[src/rtl/spim_pkg.sv]
package spim_pkg;
  localparam int MAX_BITS = 32;
  localparam int BCNT_W   = $clog2(MAX_BITS + 1);
  localparam int SEL_N    = 2;
  localparam int ADDR_W   = 5;

  localparam logic [ADDR_W-1:0] A_CTRL   = 5'h00;
  localparam logic [ADDR_W-1:0] A_SELPOL = 5'h01;
  localparam logic [ADDR_W-1:0] A_STAT   = 5'h03;
  localparam logic [ADDR_W-1:0] A_DATA   = 5'h04;
  localparam logic [ADDR_W-1:0] A_RATE   = 5'h0A;
  localparam logic [ADDR_W-1:0] A_CMD    = 5'h10;

  typedef struct packed {
    logic       lsbf;
    logic [3:0] len_code;
    logic       hold;
    logic       line;
    logic       cpol;
    logic       cpha;
  } cmd_t;

  function automatic logic [BCNT_W-1:0] frame_bits(input logic [3:0] code);
    case (code)
      4'h0:                   return BCNT_W'(20);
      4'h1:                   return BCNT_W'(24);
      4'h2:                   return BCNT_W'(32);
      4'h3, 4'h4, 4'h5, 4'h6: return BCNT_W'(8);
      default:                return BCNT_W'(code) + BCNT_W'(1);
    endcase
  endfunction
endpackage

[src/rtl/spim_engine.sv]
module spim_engine
  import spim_pkg::*;
#(
  parameter int RATE_W = 8
) (
  input  logic                clk,
  input  logic                rst_n,
  input  logic                start,
  input  logic [MAX_BITS-1:0] tx_word,
  input  logic [BCNT_W-1:0]   nbits,
  input  logic                cpol,
  input  logic                cpha,
  input  logic                lsbf,
  input  logic [RATE_W-1:0]   rate,
  input  logic                miso,
  output logic                busy,
  output logic                sck,
  output logic                mosi,
  output logic                done,
  output logic [MAX_BITS-1:0] rx_word
);
  localparam int IDX_W = $clog2(MAX_BITS);

  logic [RATE_W-1:0]   div;
  logic                half;
  logic [BCNT_W-1:0]   bcnt, lcnt, nb, out_ptr;
  logic [MAX_BITS-1:0] txw, rxsh, rx_next;
  logic                ph, po, lf, edge_now;

  function automatic logic [IDX_W-1:0] bit_pos(input logic [BCNT_W-1:0] k);
    logic [BCNT_W-1:0] p;
    p = lf ? k : (nb - k - BCNT_W'(1));
    return p[IDX_W-1:0];
  endfunction

  assign edge_now = busy && (div == rate);

  always_comb begin
    out_ptr = ph ? ((lcnt == '0) ? '0 : lcnt - BCNT_W'(1)) : bcnt;
  end

  always_comb begin
    rx_next = rxsh;
    if (edge_now && (half == ph)) rx_next[bit_pos(bcnt)] = miso;
  end

  assign mosi    = txw[bit_pos(out_ptr)];
  assign rx_word = rxsh;

  always_ff @(posedge clk or negedge rst_n) begin
    if (!rst_n) begin
      busy <= 1'b0; sck <= 1'b0; done <= 1'b0; div <= '0; half <= 1'b0;
      bcnt <= '0; lcnt <= '0; nb <= BCNT_W'(8); txw <= '0; rxsh <= '0;
      ph <= 1'b0; po <= 1'b0; lf <= 1'b0;
    end else begin
      done <= 1'b0;
      if (!busy) begin
        sck  <= cpol;
        div  <= '0;
        half <= 1'b0;
        bcnt <= '0;
        lcnt <= '0;
        if (start) begin
          busy <= 1'b1; txw <= tx_word; nb <= nbits;
          ph <= cpha; po <= cpol; lf <= lsbf; rxsh <= '0;
        end
      end else if (edge_now) begin
        div  <= '0;
        half <= ~half;
        sck  <= po ^ ~half;
        rxsh <= rx_next;
        if (!half) begin
          lcnt <= lcnt + BCNT_W'(1);
        end else begin
          bcnt <= bcnt + BCNT_W'(1);
          if (bcnt == nb - BCNT_W'(1)) begin
            busy <= 1'b0;
            done <= 1'b1;
          end
        end
      end else begin
        div <= div + RATE_W'(1);
      end
    end
  end
endmodule

[src/rtl/spim_regs.sv]
module spim_regs
  import spim_pkg::*;
#(
  parameter int RATE_W = 8
) (
  input  logic                clk,
  input  logic                rst_n,
  input  logic                wr_en,
  input  logic                rd_en,
  input  logic [ADDR_W-1:0]   addr,
  input  logic [MAX_BITS-1:0] wdata,
  output logic [MAX_BITS-1:0] rdata,
  input  logic                busy,
  input  logic                done,
  input  logic [MAX_BITS-1:0] rx_word,
  output logic                start,
  output logic [MAX_BITS-1:0] tx_word,
  output cmd_t                cmd,
  output logic [RATE_W-1:0]   rate,
  output logic                en,
  output logic                tx_only,
  output logic [SEL_N-1:0]    sel_pol,
  output logic                irq,
  output logic                tx_empty,
  output logic                rx_full,
  output logic                ovr,
  output logic                data_wr
);
  logic [7:0]          ctrl;
  logic [15:0]         cmd_r;
  logic [MAX_BITS-1:0] rxbuf;
  logic                data_rd, stat_wr;

  assign en      = ctrl[6];
  assign tx_only = ctrl[1];
  assign data_wr = wr_en && (addr == A_DATA);
  assign data_rd = rd_en && (addr == A_DATA);
  assign stat_wr = wr_en && (addr == A_STAT);
  assign start   = en && !tx_empty && !busy;

  assign cmd.cpha     = cmd_r[0];
  assign cmd.cpol     = cmd_r[1];
  assign cmd.line     = cmd_r[4];
  assign cmd.hold     = cmd_r[7];
  assign cmd.len_code = cmd_r[11:8];
  assign cmd.lsbf     = cmd_r[12];

  assign irq = (rx_full && ctrl[7]) || (tx_empty && ctrl[5]) || (ovr && ctrl[4]);

  always_comb begin
    case (addr)
      A_CTRL:   rdata = MAX_BITS'(ctrl);
      A_SELPOL: rdata = MAX_BITS'(sel_pol);
      A_STAT:   rdata = MAX_BITS'({rx_full, 1'b0, tx_empty, 3'b000, busy, ovr});
      A_DATA:   rdata = rxbuf;
      A_RATE:   rdata = MAX_BITS'(rate);
      A_CMD:    rdata = MAX_BITS'(cmd_r);
      default:  rdata = '0;
    endcase
  end

  always_ff @(posedge clk or negedge rst_n) begin
    if (!rst_n) begin
      ctrl <= '0; sel_pol <= '0; rate <= '0; cmd_r <= '0; tx_word <= '0;
      tx_empty <= 1'b1; rxbuf <= '0; rx_full <= 1'b0; ovr <= 1'b0;
    end else begin
      if (wr_en) begin
        case (addr)
          A_CTRL:   ctrl    <= wdata[7:0];
          A_SELPOL: sel_pol <= wdata[SEL_N-1:0];
          A_RATE:   rate    <= wdata[RATE_W-1:0];
          A_CMD:    cmd_r   <= wdata[15:0];
          default:  ;
        endcase
      end
      if (start) tx_empty <= 1'b1;
      if (data_wr) begin
        tx_word  <= wdata;
        tx_empty <= 1'b0;
      end
      if (data_rd) rx_full <= 1'b0;
      if (stat_wr && !wdata[0]) ovr <= 1'b0;
      if (done && !tx_only) begin
        if (rx_full && !data_rd) begin
          ovr <= 1'b1;
        end else begin
          rxbuf   <= rx_word;
          rx_full <= 1'b1;
        end
      end
    end
  end
endmodule

[src/rtl/spim_ctrl.sv]
module spim_ctrl
  import spim_pkg::*;
#(
  parameter int RATE_W = 8
) (
  input  logic                clk,
  input  logic                rst_n,
  input  logic                reg_wr,
  input  logic                reg_rd,
  input  logic [ADDR_W-1:0]   reg_addr,
  input  logic [MAX_BITS-1:0] reg_wdata,
  output logic [MAX_BITS-1:0] reg_rdata,
  output logic                irq,
  output logic                spi_sck,
  output logic                spi_mosi,
  input  logic                spi_miso,
  output logic [SEL_N-1:0]    spi_sel
);
  cmd_t                cmd_f;
  logic                en, tx_only, eng_busy, eng_done, start;
  logic                tx_empty, rx_full, ovr_flag, data_wr, cpol, sel_on;
  logic [SEL_N-1:0]    sel_pol, sel_act;
  logic [RATE_W-1:0]   rate;
  logic [MAX_BITS-1:0] tx_word, rx_word;
  logic [BCNT_W-1:0]   nbits;

  assign nbits  = frame_bits(cmd_f.len_code);
  assign cpol   = cmd_f.cpol;
  assign sel_on = en && (eng_busy || cmd_f.hold);

  spim_regs #(.RATE_W(RATE_W)) u_regs (
    .clk(clk), .rst_n(rst_n), .wr_en(reg_wr), .rd_en(reg_rd), .addr(reg_addr),
    .wdata(reg_wdata), .rdata(reg_rdata), .busy(eng_busy), .done(eng_done),
    .rx_word(rx_word), .start(start), .tx_word(tx_word), .cmd(cmd_f), .rate(rate),
    .en(en), .tx_only(tx_only), .sel_pol(sel_pol), .irq(irq), .tx_empty(tx_empty),
    .rx_full(rx_full), .ovr(ovr_flag), .data_wr(data_wr)
  );

  spim_engine #(.RATE_W(RATE_W)) u_eng (
    .clk(clk), .rst_n(rst_n), .start(start), .tx_word(tx_word), .nbits(nbits),
    .cpol(cmd_f.cpol), .cpha(cmd_f.cpha), .lsbf(cmd_f.lsbf), .rate(rate),
    .miso(spi_miso), .busy(eng_busy), .sck(spi_sck), .mosi(spi_mosi),
    .done(eng_done), .rx_word(rx_word)
  );

  for (genvar i = 0; i < SEL_N; i++) begin : g_sel
    assign sel_act[i] = sel_on && (cmd_f.line == i[0]);
    assign spi_sel[i] = sel_pol[i] ? sel_act[i] : ~sel_act[i];
  end
endmodule

[config.mk]
export PLATFORM = sky130hd
export DESIGN_NAME = spim_ctrl
export DESIGN_NICKNAME = d
export VERILOG_FILES = /design/src/rtl/spim_pkg.sv /design/src/rtl/spim_engine.sv /design/src/rtl/spim_regs.sv /design/src/rtl/spim_ctrl.sv
export SDC_FILE = /design/constraint.sdc
export NUM_CORES = 1
export LEC_CHECK = 0
export ABC_CLOCK_PERIOD_IN_PS = 6200
export CORE_ASPECT_RATIO = 0.6
export CORE_MARGIN = 8
export CORE_UTILIZATION = 68
export DETAILED_ROUTE_END_ITERATION = 8
export DONT_BUFFER_PORTS = 1
export PLACE_DENSITY = 0.84
export SETUP_SLACK_MARGIN = 0.4
export SLEW_MARGIN = 20
export SYNTH_ARGS = -nofsm -noshare
export SYNTH_HDL_FRONTEND = slang
export SYNTH_SLANG_ARGS = --single-unit
export TNS_END_PERCENT = 30
[constraint.sdc]
create_clock -name clk -period 6.2 [get_ports clk]
set_clock_uncertainty 0.15 [all_clocks]
set_input_delay 0.62 -clock clk [delete_from_list [all_inputs] [get_ports clk]]
set_output_delay 0.62 -clock clk [all_outputs]
set_load 0.05 [all_outputs]
# Yosys cells after proc, flatten, opt, wreduce, memory -nomap -nowiden
# Index checks and enable logic that the tools add are counted.
[word_totals]
reg_bits = 198
inputBits = 42
output_inout_bits = 37
word_cells = 146
[classes]
n_addsub = 10
n_lt_le_gt_ge = 3
eq_ne = 18
mux = 46
n_bitwise = 7
reduce_logical = 40
[op_table]
columns = ["op", "n"]
rows = [
  ["32-bit case mux with 6 select lines", 1],
  ["32-bit 2-to-1 mux", 4],
  ["6-bit 2-to-1 mux", 6],
  ["32-bit bitwise mux", 1],
  ["1-bit 2-to-1 mux", 25],
  ["6-bit case mux with 4 select lines", 1],
  ["5-bit 2-to-1 mux", 4],
  ["1-bit logical AND", 17],
  ["8-bit 2-to-1 mux", 2],
  ["2-bit AND reduction", 8],
  ["5-bit by 1-bit subtractor with 5-bit output, second input constant", 3],
  ["6-bit by 1-bit adder with 6-bit output, second input constant", 2],
  ["4-bit by 3-bit == test with 1-bit output, second input constant", 3],
  ["5-bit by 6-bit < comparator with 1-bit output, second input constant", 2],
  ["5-bit subtractor", 2],
  ["8-bit by 1-bit adder with 8-bit output, second input constant", 1],
  ["4-bit by 2-bit == test with 1-bit output, second input constant", 2],
  ["8-bit == test", 1],
  ["2-bit inequality test, second input constant", 4],
  ["6-bit == test", 1],
  ["6-bit zero test", 1],
  ["1-bit inverter", 6],
  ["6-bit by 1-bit subtractor with 6-bit output, second input constant", 1],
  ["4-bit by 1-bit adder with 5-bit output, second input constant", 1],
  ["other kinds (18)", 25],
]

# Longest topological paths before layout
# Gate-level depths: netlist of the first run.
[logic_depth]
word_depth = 11
depth_mapped = 16
ltp_nobuf = 15

# Modules after synthesis
# Synthesis of the first run repeated with hierarchy kept, for this count alone.
[unflattened]
cells_unflattened = 916
area_unflattened_um2 = 10513.8
[by_module_without_submodules]
columns = ["module", "instances", "cells_each", "area_per_inst_um2", "seq_area_each_um2"]
rows = [
  ["spim_engine", 1, 555, 5587.9, 2428.6],
  ["spim_regs", 1, 330, 4675.7, 2528.7],
  ["spim_ctrl", 1, 31, 250.2, 0.0],
]

# Least setup slack after synthesis of the first run
# No wires, ideal clock.
[synth_timing]
kind = "reg2out"
start = "register u_eng.lcnt[0]"
end = "output spi_mosi"
arrival_ps = 3819
required_time_ps = 5430
setup_slack_ps = 1611
path_stages_with_launch = 16
path_buffers = 1
path_cell_list = "dfrtp_1 > inv_1 > ha_1 > nor2b_1 > nand2_2 > a31oi_4 > ha_1 > inv_1 > fa_1 > xnor2_1 > mux2_2 > a41o_1 > buf_6 > and2_1 > a221o_1 > o221ai_1"
[synth_via]
elab_chain_len = 8
elab_cells_between_ends = 9
classes_between = "3 x add/sub; 5 x mux; 1 x reduce/logical"
[synth_rtl]
columns = ["item", "line", "source"]
rows = [
  ["start: declaration", "spim_engine.sv:26", "logic [BCNT_W-1:0] bcnt, lcnt, nb, out_ptr;"],
  ["start signal: assignment", "spim_engine.sv:73", "lcnt <= lcnt + BCNT_W'(1);"],
  ["5-bit by 1-bit subtractor with 5-bit output or 6-bit zero test (tied branches)", "spim_engine.sv:39", "out_ptr = ph ? ((lcnt == '0) ? '0 : lcnt - BCNT_W'(1)) : bcnt;"],
  ["5-bit 2-to-1 mux (*) (2 in a row)", "spim_engine.sv:39", ""],
  ["5-bit subtractor", "spim_engine.sv:32", "p = lf ? k : (nb - k - BCNT_W'(1));"],
  ["5-bit by 1-bit subtractor with 5-bit output", "spim_engine.sv:32", ""],
  ["5-bit 2-to-1 mux (*)", "spim_engine.sv:32", ""],
  ["1-bit binary-select mux with 5-bit select (*)", "spim_engine.sv:47", "assign mosi = txw[bit_pos(out_ptr)];"],
  ["1-bit 2-to-1 mux (not written as such) (*)", "spim_engine.sv:47", ""],
  ["end: declaration", "spim_ctrl.sv:15", "output logic spi_mosi,"],
]
# Mark *: on every way between the ends. The rest lies on a longest branch, timed or not. The select of a mux whose other input is x is not followed.

# Worst setup path in the final report of the first run
# Same ends and word-level chain as after synthesis.

==> impl_metrics.csv, run 1 <==
group,metric,value,unit
worst_setup_path,rr_endpoint,"u_eng.rx_word[1]",
global_routing,grt_max_degree,199,
power_and_ir_drop,swShare,41.6,%
clock_tree,cts_hold_buffers,1,
clock_tree,cts_made_buffers,17,
timing,relSlewSlack,22.7,%
power_and_ir_drop,p_leak,4.78,nW
timing,tightestPinTransition,1.16,ns
worst_setup_path,critPathLaunchType,"flop",
cells_and_area,final_cells,1086,
timing,finalCritPeriodShare,86.4,%
synthesis,yosys_register_bits,198,
routing,drt_wl_total,24100,um
global_routing,grt_pass1_wl,38700,um
cells_and_area,final_common_cell,"dfrtp_1",
routing,wire_per_inst,22.2,um
cells_and_area,drive_gt1_share,15.7,%
floorplan,fp.dieH,109,um
routing,ant_nets,0,
power_and_ir_drop,pwr-share-seq,40.6,%
clock_tree,cts_tree,"done",
power_and_ir_drop,clkPwrFrac,22.5,%
synthesis,synth_top_flop_cell,"dfrtp_1",
clock_tree,cts_root_buffer,"clkbuf_16",
global_routing,grt.total_usage,26.8,%
routing,drt_first_iter_violations,982,
timing,setup_violations,0,
routing,via_per_inst,6.69,
power_and_ir_drop,p_comb_share,36.9,%
worst_setup_path,cpPeakStageDelay,0.44,ns
timing,min_period,5.36,ns
worst_setup_path,path_buf_inv,3,
worst_setup_path,worst_ep_arrival_time,4.59,ns
run,maxCapViolCount,0,
place,dp.cells,1053,
synthesis,yosysSeqAreaShare,50.6,%
clock_tree,clk_path_buf_depth,2,
worst_setup_path,crit_slowest_cell,"dfrtp_1",
synthesis,yosysWarningCount,0,
routing,drc,0,
clock_tree,cts_setup_buffers,0,
synthesis,synth_edf_count,0,
worst_setup_path,r2r-start,"u_eng.bcnt[1]",
cells_and_area,layout_common_cells,"dfrtp_1 (196), nand2_1 (140), mux2_2 (75), nor2_1 (44), mux2_1 (31)",
cells_and_area,multi_input_area,4550,um2
timing,hold_viol,0,
place,place_hpwl,16600,um
cells_and_area,n_antenna_cell,0,
worst_setup_path,cp_max_fo,12,
clock_tree,numClockSinks,198,
place,portBuffers,0,
floorplan,ios,79,
clock_tree,cts_resized,0,
cells_and_area,area_delta_synth_final,6.92,%
timing,fmax,187,MHz
worst_setup_path,critPathRequiredTime,5.43,ns
cells_and_area,fill_cells,984,
power_and_ir_drop,total_power,4.76,mW
cells_and_area,seqCellArea,4960,um2
routing,dr.pass1.iters,5,
global_routing,grt_pass1_vias,7112,
global_routing,grt-ovfl-total,0,
timing,fin_setup_tns,0,ns
global_routing,grt_antenna_before_repair,0,
floorplan,rows,34,
synthesis,syn_inst,897,
worst_setup_path,criticalPathCategory,"reg -> out",
worst_setup_path,worst-r2r-cell-count,9,
worst_setup_path,path_cells,"inv_1 -> ha_1 -> nor2b_1 -> nand2_2 -> a31oi_4 -> ha_1 -> inv_1 -> fa_1 -> xnor2_1 -> mux2_2 -> a41o_1 -> a221oi_1 -> a2111oi_0 -> o41ai_1 -> o221ai_1 -> buf_4",
worst_setup_path,reg2reg_slack,2.69,ns
synthesis,synth_nets,959,
place,pre_cts_ws,1.40,ns
cells_and_area,final_nets,937,
timing,hold_ws,0.0734,ns
synthesis,synth_cell_types,70,
clock_tree,htree_levels,4,
timing,drv_slew,0,
clock_tree,clkTransAtPathRegs,0.07,ns
power_and_ir_drop,power.density,455,nW/um2
place,gp_congestion,0.936,
power_and_ir_drop,p_switching,1.98,mW
synthesis,syn_area,9790,um2
worst_setup_path,endpoint_kind,"output port",
timing,rsz0062_at_grt,"false",
synthesis,syn_area_per_cell,10.9,um2
power_and_ir_drop,intPower,2.78,mW
hold_path,min_path_type,"in -> async",
run_status,status,"finished, final reports clean",
synthesis,async_reset_ff_share,100,%
floorplan,coreArea,14300,um2
floorplan,die-area,18600,um2
floorplan,die_x,171,um
routing,vias,7269,
power_and_ir_drop,ir_worst_vdd,0.000232,V
worst_setup_path,cpLargestDelayFamily,"compound AO/OA/AOI/OAI gates",
floorplan,initial_core_util,68.5,%
timing,final.setup.worst_slack,0.842,ns
clock_tree,insertion_delay,0.44,ns
## area by class of cell
cell class                 instances  area share [%]
sequential                       198            47.4
multi-input combinational        634            43.5
clock buffer                      18            4.10
tap                              198            2.37
clock inverter                    14            1.34
timing repair buffer               8           0.765
inverter                          16           0.574
## registers in the layout, indices dropped and copies added (netlist names), 2 cells and up
name / flops
u_regs.rate: 8
u_regs.tx_word: 32
u_eng.rx_word: 32
u_regs.cmd_r: 16
u_eng.nb: 6
u_eng.div: 8
u_eng.bcnt: 6
u_eng.lcnt: 6
u_regs.ctrl: 8
u_eng.txw: 32
u_regs.sel_pol: 2
u_regs.rxbuf: 32
## metrics by stage
stage | instance area, um2 | utilization, %
floorplan | 9790 | -
global placement | 9840 | 68.9
detailed placement | 9850 | 68.9
CTS | 10400 | 73.1
global route | 10500 | 73.2
finish | 10500 | 73.2
## cells by family after synthesis
family / share of synthesized area [%]
AO/OA/AOI/OAI: 11.6
XOR/XNOR: 3.76
adder cells (fa/ha/maj): 2.71
buffers and inverters: 3.13
flip-flops: 50.6
multiplexers: 13.8
AND/OR/NAND/NOR: 14.3
## power groups by stage
stage | clock network [mW] | logic, mW | registers [mW]
floorplan | 0 | 1.41 | 1.77
global placement | 0 | 1.53 | 1.91
detailed placement | 0 | 1.66 | 1.94
CTS | 1.08 | 1.72 | 1.91
global route | 1.13 | 1.91 | 1.96
finish | 1.07 | 1.76 | 1.93
## synth_stat cells, types with 15 or more instances
| cell type | count | share of area (%) |
|---|---|---|
| mux2_2 | 75 | 8.6 |
| nand3_1 | 24 | 1.2 |
| o21ai_1 | 22 | 1.1 |
| o311ai_1 | 20 | 1.8 |
| mux2i_1 | 16 | 1.6 |
| a21oi_1 | 15 | 0.77 |
| xor2_1 | 18 | 1.6 |
| ha_1 | 18 | 2.3 |
| o21ai_0 | 19 | 0.97 |
| nor2_1 | 44 | 1.7 |
| clkbuf_1 | 23 | 0.88 |
| inv_1 | 16 | 0.61 |
| buf_2 | 17 | 0.87 |
| and2_1 | 24 | 1.5 |
| xnor2_1 | 24 | 2.1 |
| mux2_1 | 31 | 3.6 |
| dfrtp_1 | 196 | 50 |
| nand2_1 | 141 | 5.4 |
## layer usage
layer	vias to the layer above	global-route usage, %	wire (um)
met2	465	40.0	10700
met5	-	0	0
met4	0	9.76	751
met1	3591	37.1	10200
met3	78	7.81	2480
li1	3135	-	-
## worst max-delay path by stage
| stage | start | endpoint | slack [ns] | depth (start not counted) |
|---|---|---|---|---|
| after floorplan | u_eng.lcnt[0] | spi_mosi | 1.61 | 15 |
| after global placement | u_eng.lcnt[0] | spi_mosi | 1.71 | 16 |
| after detailed placement | u_eng.lcnt[0] | spi_mosi | 1.40 | 16 |
| after CTS | u_eng.lcnt[0] | spi_mosi | 0.91 | 16 |
| after global routing | u_eng.lcnt[0] | spi_mosi | 0.61 | 16 |
| final | u_eng.lcnt[0] | spi_mosi | 0.84 | 16 |
No activity file was read; power rests on OpenSTA's default activity.
==> run 2, diff against run 1 <==
--- a/config.mk
+++ b/config.mk
@@ -16,5 +16,6 @@
 export SLEW_MARGIN = 20
 export SYNTH_ARGS = -nofsm -noshare
 export SYNTH_HDL_FRONTEND = slang
+export SYNTH_HIERARCHICAL = 1
 export SYNTH_SLANG_ARGS = --single-unit
 export TNS_END_PERCENT = 30
==> run 2 against run 1 <==
  * Non-clock buffer count grew 6
  * Largest power group is now combinational logic
  * Register-to-register slack worse by 0.09 ns
  * Global-route usage decreased by 1.5 points
  * Cell area grew 6.4%
  * Critical path depth shrank 1
  * Area after synthesis rose by 7.4%
==> impl_metrics.csv, run 2 <==
group,metric,value,unit
run_status,status,"finished, final reports clean",
synthesis,synth_common_cells,"dfrtp_1 (196), mux2_2 (94), nand2_1 (88)",
place,place_hpwl,17400,um
synthesis,async_reset_ff_share,100,%
run,maxCapViolCount,0,
cells_and_area,final_common_cell,"dfrtp_1",
floorplan,coreArea,15200,um2
synthesis,synth_top_area_share,46.7,%
worst_setup_path,critPathLaunchType,"flop",
power_and_ir_drop,pwr-share-seq,37.6,%
clock_tree,numClockSinks,198,
cells_and_area,layout_common_cells,"dfrtp_1 (196), mux2_2 (94), nand2_1 (88), nor3_1 (38), o221ai_1 (35)",
cells_and_area,fill_cells,997,
cells_and_area,n_antenna_cell,0,
timing,final.setup.worst_slack,1.03,ns
global_routing,grt_pass1_vias,7269,
routing,wire_per_inst,22.7,um
synthesis,syn_area_per_cell,11.5,um2
power_and_ir_drop,intPower,2.77,mW
place,portBuffers,0,
timing,rsz0062_at_grt,"false",
synthesis,yosysTopAreaCell,"dfrtp_1",
power_and_ir_drop,ir_worst_vdd,0.000222,V
synthesis,synth_edf_count,0,
routing,ant_nets,0,
power_and_ir_drop,total_power,4.77,mW
worst_setup_path,worst_ep_arrival_time,4.40,ns
synthesis,synth_cell_types,81,
routing,vias,7402,
timing,setup_violations,0,
synthesis,synth_top_flop_cell,"dfrtp_1",
cells_and_area,drive_gt1_share,23.2,%
global_routing,grt.total_usage,25.3,%
timing,fmax,193,MHz
power_and_ir_drop,p_leak,5.27,nW
cells_and_area,final_util,73.0,%
clock_tree,insertion_delay,0.44,ns
worst_setup_path,criticalPathCategory,"reg -> out",
power_and_ir_drop,p_switching,2.00,mW
worst_setup_path,path_cells,"inv_1 -> ha_1 -> and2b_1 -> a211oi_1 -> a21oi_2 -> ha_1 -> inv_1 -> fa_1 -> nand2b_1 -> o21ai_2 -> mux2i_1 -> a2111oi_0 -> o41ai_1 -> o221ai_1 -> buf_4",
timing,finalCritPeriodShare,83.4,%
routing,via_per_inst,6.72,
clock_tree,htree_levels,4,
synthesis,yosys_register_bits,198,
global_routing,grt_antenna_before_repair,0,
routing,drt_first_iter_violations,772,
floorplan,fp.dieH,112,um
cells_and_area,area_delta_synth_final,5.88,%
synthesis,synthTopCellsByArea,"dfrtp_1 (47%), mux2_2 (10%), mux2_4 (4.3%), nand2_1 (3.1%), o221ai_1 (2.9%)",
synthesis,syn_inst,916,
timing,drv_slew,0,
clock_tree,clkTransAtPathRegs,0.08,ns
cells_and_area,seqCellArea,4960,um2
synthesis,synth_nets,978,
synthesis,yosys.cell_count.top_type,"dfrtp_1",
clock_tree,cts_setup_buffers,0,
worst_setup_path,cp_max_fo,13,
power_and_ir_drop,power.density,428,nW/um2
floorplan,rows,35,
floorplan,ios,79,
floorplan,die-area,19800,um2
worst_setup_path,endpoint_kind,"output port",
floorplan,die_x,177,um
routing,dr.pass1.iters,5,
worst_setup_path,critical_path.startpoint,"u_eng/lcnt[0]",
place,pre_cts_ws,1.56,ns
global_routing,grt_max_degree,199,
clock_tree,cts_root_buffer,"clkbuf_16",
timing,hold_viol,0,
global_routing,grt-ovfl-total,0,
clock_tree,cts_made_buffers,17,
worst_setup_path,critPathRequiredTime,5.43,ns
place,gp_congestion,0.904,
routing,drt_wl_total,25000,um
hold_path,min_path_type,"in -> async",
clock_tree,cts_tree,"done",
cells_and_area,final_nets,947,
worst_setup_path,r2r-start,"u_eng/bcnt[0]",
worst_setup_path,crit_slowest_cell,"a2111oi_0",
power_and_ir_drop,clkPwrFrac,23.3,%
timing,relSlewSlack,25.1,%
worst_setup_path,cpPeakStageDelay,0.64,ns
synthesis,yosysSeqAreaShare,47.1,%
cells_and_area,fin_area,11100,um2
routing,drc,0,
synthesis,yosysWarningCount,6,
clock_tree,clk_path_buf_depth,2,
synthesis,syn_area,10500,um2
global_routing,grt_pass1_wl,40000,um
power_and_ir_drop,p_comb_share,39.1,%
timing,tightestPinTransition,1.12,ns
timing,min_period,5.17,ns
floorplan,initial_core_util,69.0,%
power_and_ir_drop,swShare,41.9,%
place,place_area,10500,um2
timing,fin_setup_tns,0,ns
cells_and_area,multi_input_area,5090,um2
[run 2: cell types whose count changed after synthesis, moves of 13 or more]
| cell | delta |
|---|---|
| nand2_1 | -53 |
| o221ai_1 | +32 |
| mux2_4 | +30 |
| nor3_1 | +29 |
| o21ai_1 | -20 |
| o311ai_1 | -20 |
| mux2_2 | +19 |
| nor2_1 | -18 |
| and3_1 | +17 |
| mux2_1 | -13 |
[run 2: path summary, 6_finish.rpt]
check / to / cells after the start / slack, ns
worst max-delay path: spi_mosi / 15 / 1.03
worst min-delay path: u_regs/cmd_r[14] / 1 / 0.06
worst min register to register: u_regs/tx_word[30] / 1 / 0.34
min in group clk: u_regs/tx_word[22] / 1 / 0.16
max in group asynchronous: u_regs/rxbuf[30] / 1 / 5.08
worst max register to register: u_eng/rx_word[16] / 11 / 2.60
[run 2: area by class of cell]
type                    count  share of cell area (%)
multi-input cells         627                    45.7
repair buffers             14                    1.12
clock buffers              17                    3.82
flip-flops and latches    198                    44.5
inverters                  27                   0.922
well taps                 203                    2.28
clock inverters            15                    1.62
[run 2: power by group through the flow]
stage | Combinational, mW | Clock, mW | Sequential (mW)
2_1_floorplan | 1.52 | 0 | 1.69
3_3_place_gp | 1.66 | 0 | 1.79
3_5_place_dp | 1.77 | 0 | 1.81
4_1_cts | 1.82 | 1.12 | 1.78
5_1_grt | 2.01 | 1.17 | 1.82
6_report | 1.87 | 1.11 | 1.79
[run 2: cells by family (layout without fill, tap and decap cells)]
logic type,after synthesis,after routing,share of synthesized area (%)
buffers and inverters,91,73,4.74
DFF,198,198,47.1
xor gates and xnor gates,40,40,3.48
adders and majority gates,20,20,2.52
and+or+nand+nor,284,284,14.4
AOI/OAI and AO/OA,127,127,10.0
muxes,156,156,17.6
[run 2: worst max-delay path, delay by kind of cell, from the launching register on]
kind,cells,cell delay [ns]
buffers and inverters,3,0.43
flip-flops,1,0.46
AND/OR/NAND/NOR,2,0.44
adder cells (fa/ha/maj),3,0.83
multiplexers,1,0.18
AO/OA/AOI/OAI,6,1.61
[run 2: repair_timing]
| action | 4_1_cts | 5_1_grt |
|---|---|---|
| hold endpoints to repair | 198 | 0 |
| setup endpoints to repair | 0 | 0 |
| resized for setup | 0 | 0 |
| hold buffers | 1 | 0 |
[run 2: metal layers]
metal	vias to the layer above	track usage, %	routed length (um)
met2	398	36.4	10900
met3	44	8.82	2660
met4	0	6.47	380
li1	3246	-	-
met1	3714	35.8	11000
met5	-	0	0
[run 2: per-stage QoR]
stage / cells / hold slack, ns
floorplan: 916 / 0.174
global placement: 1067 / 0.184
detailed placement: 1068 / 0.183
CTS: 1101 / 0.156
global route: 1101 / 0.154
finish: 1101 / 0.0565
==> run 3, diff against run 2 <==
--- a/config.mk
+++ b/config.mk
@@ -5,13 +5,13 @@
 export SDC_FILE = /design/constraint.sdc
 export NUM_CORES = 1
 export LEC_CHECK = 0
-export ABC_CLOCK_PERIOD_IN_PS = 6200
+export ABC_CLOCK_PERIOD_IN_PS = 4860
 export CORE_ASPECT_RATIO = 0.6
 export CORE_MARGIN = 8
-export CORE_UTILIZATION = 68
+export CORE_UTILIZATION = 64
 export DETAILED_ROUTE_END_ITERATION = 8
 export DONT_BUFFER_PORTS = 1
-export PLACE_DENSITY = 0.84
+export PLACE_DENSITY = 0.8
 export SETUP_SLACK_MARGIN = 0.4
 export SLEW_MARGIN = 20
 export SYNTH_ARGS = -nofsm -noshare
==> constraint.sdc (replaced) <==
create_clock -name clk -period 4.86 [get_ports clk]
set_clock_uncertainty 0.15 [all_clocks]
set_input_delay 0.486 -clock clk [delete_from_list [all_inputs] [get_ports clk]]
set_output_delay 0.486 -clock clk [all_outputs]
set_load 0.05 [all_outputs]
==> run 3 against run 2 <==
  * The run now ends with negative hold slack left
  * Sequential power up 29%
  * Setup slack worse by 0.73 ns
  * Combinational power up 40%
  * Cell area up 1.6%
  * Register-to-register slack worse by 1.3 ns
  * Global-route usage down 0.75 points
  * Core utilization down 3.1 points
  * Largest cell class unchanged
  * Highest routed layer is now met5
==> impl_metrics.csv, run 3 (synthesis gave the netlist of run 2 again) <==
group,metric,value,unit
routing,ant_nets,0,
hold_path,min_path_type,"in -> async",
worst_setup_path,worst_ep_arrival_time,3.92,ns
timing,tightestPinTransition,1.16,ns
clock_tree,clk_path_buf_depth,2,
run_status,violations,"negative hold slack",
cells_and_area,final_common_cell,"dfrtp_1",
floorplan,initial_core_util,65.0,%
clock_tree,htree_levels,4,
floorplan,die-area,20900,um2
cells_and_area,fill_cells,1107,
timing,relSlewSlack,22.4,%
worst_setup_path,critPathRequiredTime,4.22,ns
routing,met1_length,11500,um
cells_and_area,n_antenna_cell,0,
global_routing,grt-ovfl-total,0,
routing,drt_wl_total,25300,um
timing,hold_ws,-0.403,ns
global_routing,grt_pass1_vias,7270,
cells_and_area,multi_input_area,5220,um2
cells_and_area,layout_common_cells,"dfrtp_1 (196), mux2_2 (94), nand2_1 (88), nor3_1 (38), o221ai_1 (34)",
floorplan,fp.dieH,115,um
cells_and_area,seqCellArea,4960,um2
cells_and_area,area_delta_synth_final,7.56,%
power_and_ir_drop,power.density,563,nW/um2
timing,fin_setup_tns,0,ns
worst_setup_path,cp_max_fo,3,
routing,drt_first_iter_violations,933,
worst_setup_path,reg2reg_slack,1.30,ns
routing,drc,0,
floorplan,rows,36,
timing,drv_slew,0,
timing,min_period,4.56,ns
power_and_ir_drop,p_leak,5.33,nW
timing,fmax,219,MHz
clock_tree,clkTransAtPathRegs,0.07,ns
routing,via_per_inst,6.54,
clock_tree,cts_made_buffers,17,
clock_tree,numClockSinks,198,
routing,wire_per_inst,22.7,um
worst_setup_path,critPathLaunchType,"flop",
global_routing,grt.total_usage,24.5,%
run,maxCapViolCount,0,
floorplan,coreArea,16200,um2
routing,wl_met2,10800,um
floorplan,ios,79,
cells_and_area,final_cells,1115,
cells_and_area,drive_gt1_share,25.9,%
worst_setup_path,worst-r2r-cell-count,11,
routing,vias,7289,
power_and_ir_drop,ir_worst_vdd,0.000832,V
place,place_hpwl,16600,um
routing,routed.top_layer,"met5",
timing,setup_violations,0,
global_routing,grt_max_degree,199,
place,portBuffers,0,
routing,wl_met3,2670,um
timing,finalCritPeriodShare,93.8,%
place,gp_congestion,0.883,
run_status,status,"finished, violations left",
cells_and_area,final_nets,956,
worst_setup_path,r2r-start,"u_eng/bcnt[0]",
worst_setup_path,criticalPathCategory,"reg -> out",
global_routing,grt_pass1_wl,40300,um
floorplan,die_x,181,um
place,dp.cells,1068,
timing,rsz0062_at_grt,"true",
routing,dr.pass1.iters,6,
global_routing,grt_antenna_before_repair,1,
worst_setup_path,endpoint_kind,"output port",
clock_tree,insertion_delay,0.44,ns
timing,hold_viol,198,
clock_tree,cts_root_buffer,"clkbuf_16",
clock_tree,cts_tree,"done",
worst_setup_path,rr_endpoint,"u_eng/rx_word[25]",
## run 3: cell types whose count changed in the layout (fill, tap and decap cells not counted), moves of 3 or more
| cell | previous run | this run |
|---|---|---|
| a2111oi_0 | 5 | 2 |
| a2111oi_2 | 0 | 3 |
| a221oi_1 | 3 | 0 |
| buf_4 | 13 | 21 |
| clkinv_8 | 5 | 0 |
## run 3: cell type report
type	instances	share of cell area [%]
flip-flops and latches	198	43.8
inverters	27	0.907
clock buffers	17	3.76
well taps	209	2.31
clock inverters	14	1.46
multi-input cells	627	46.1
repair buffers	23	1.58
## run 3: layer usage
metal	vias up	GRT usage, %
li1	3263	-
met1	3619	35.0
met2	364	34.9
met3	41	9.40
met4	2	5.55
met5	-	0
## run 3: critical path: stages, from the launching register on
cell       delay [ns]
dfrtp_1          0.38
inv_2            0.06
ha_1             0.19
and2b_2          0.25
a211oi_4         0.32
nand2b_1         0.21
inv_1            0.06
ha_1             0.29
a21o_1           0.23
a21oi_1          0.23
xor2_1           0.21
mux2_2           0.25
a2111oi_4        0.07
o41ai_2          0.38
o221ai_2         0.18
buf_6            0.18
## run 3: power breakdown
group / internal (mW) / switching (mW)
combinational: 1.03 / 1.59
sequential: 1.95 / 0.361
clock: 0.773 / 0.654
total: 3.76 / 2.60
## run 3: timing repair
| action | 4_1_cts | 5_1_grt |
|---|---|---|
| setup endpoints to repair | 1 | 1 |
| pin swaps | 6 | 6 |
| endpoints found under the hold margin | 198 | 199 |
| gates resized for setup | 11 | 16 |
| setup buffers | 9 | 6 |
## run 3: worst max path at each step
| stage | startpoint | endpoint | slack (ns) | cells after the start |
|---|---|---|---|---|
| finish | u_eng/lcnt[0] | spi_mosi | 0.30 | 15 |
| global route | u_eng/lcnt[1] | spi_mosi | 0.11 | 15 |
| CTS | u_eng/lcnt[0] | spi_mosi | 0.25 | 16 |
| detailed placement | u_eng/lcnt[0] | spi_mosi | 0.39 | 16 |
| global placement | u_eng/lcnt[0] | spi_mosi | 0.59 | 15 |
| floorplan | u_eng/lcnt[0] | spi_mosi | 0.63 | 14 |
## run 3: per-stage QoR
| stage | area, um2 | power (mW) | worst slack, ns | util [%] |
|---|---|---|---|---|
| after global routing | 11300 | 6.69 | 0.109 | 69.9 |
| after global placement | 10500 | 4.43 | 0.588 | 64.6 |
| after CTS | 11100 | 6.07 | 0.251 | 68.9 |
| after floorplan | 10500 | 4.09 | 0.635 | - |
| after detailed placement | 10500 | 4.52 | 0.393 | 64.6 |
| final | 11300 | 6.36 | 0.301 | 69.9 |
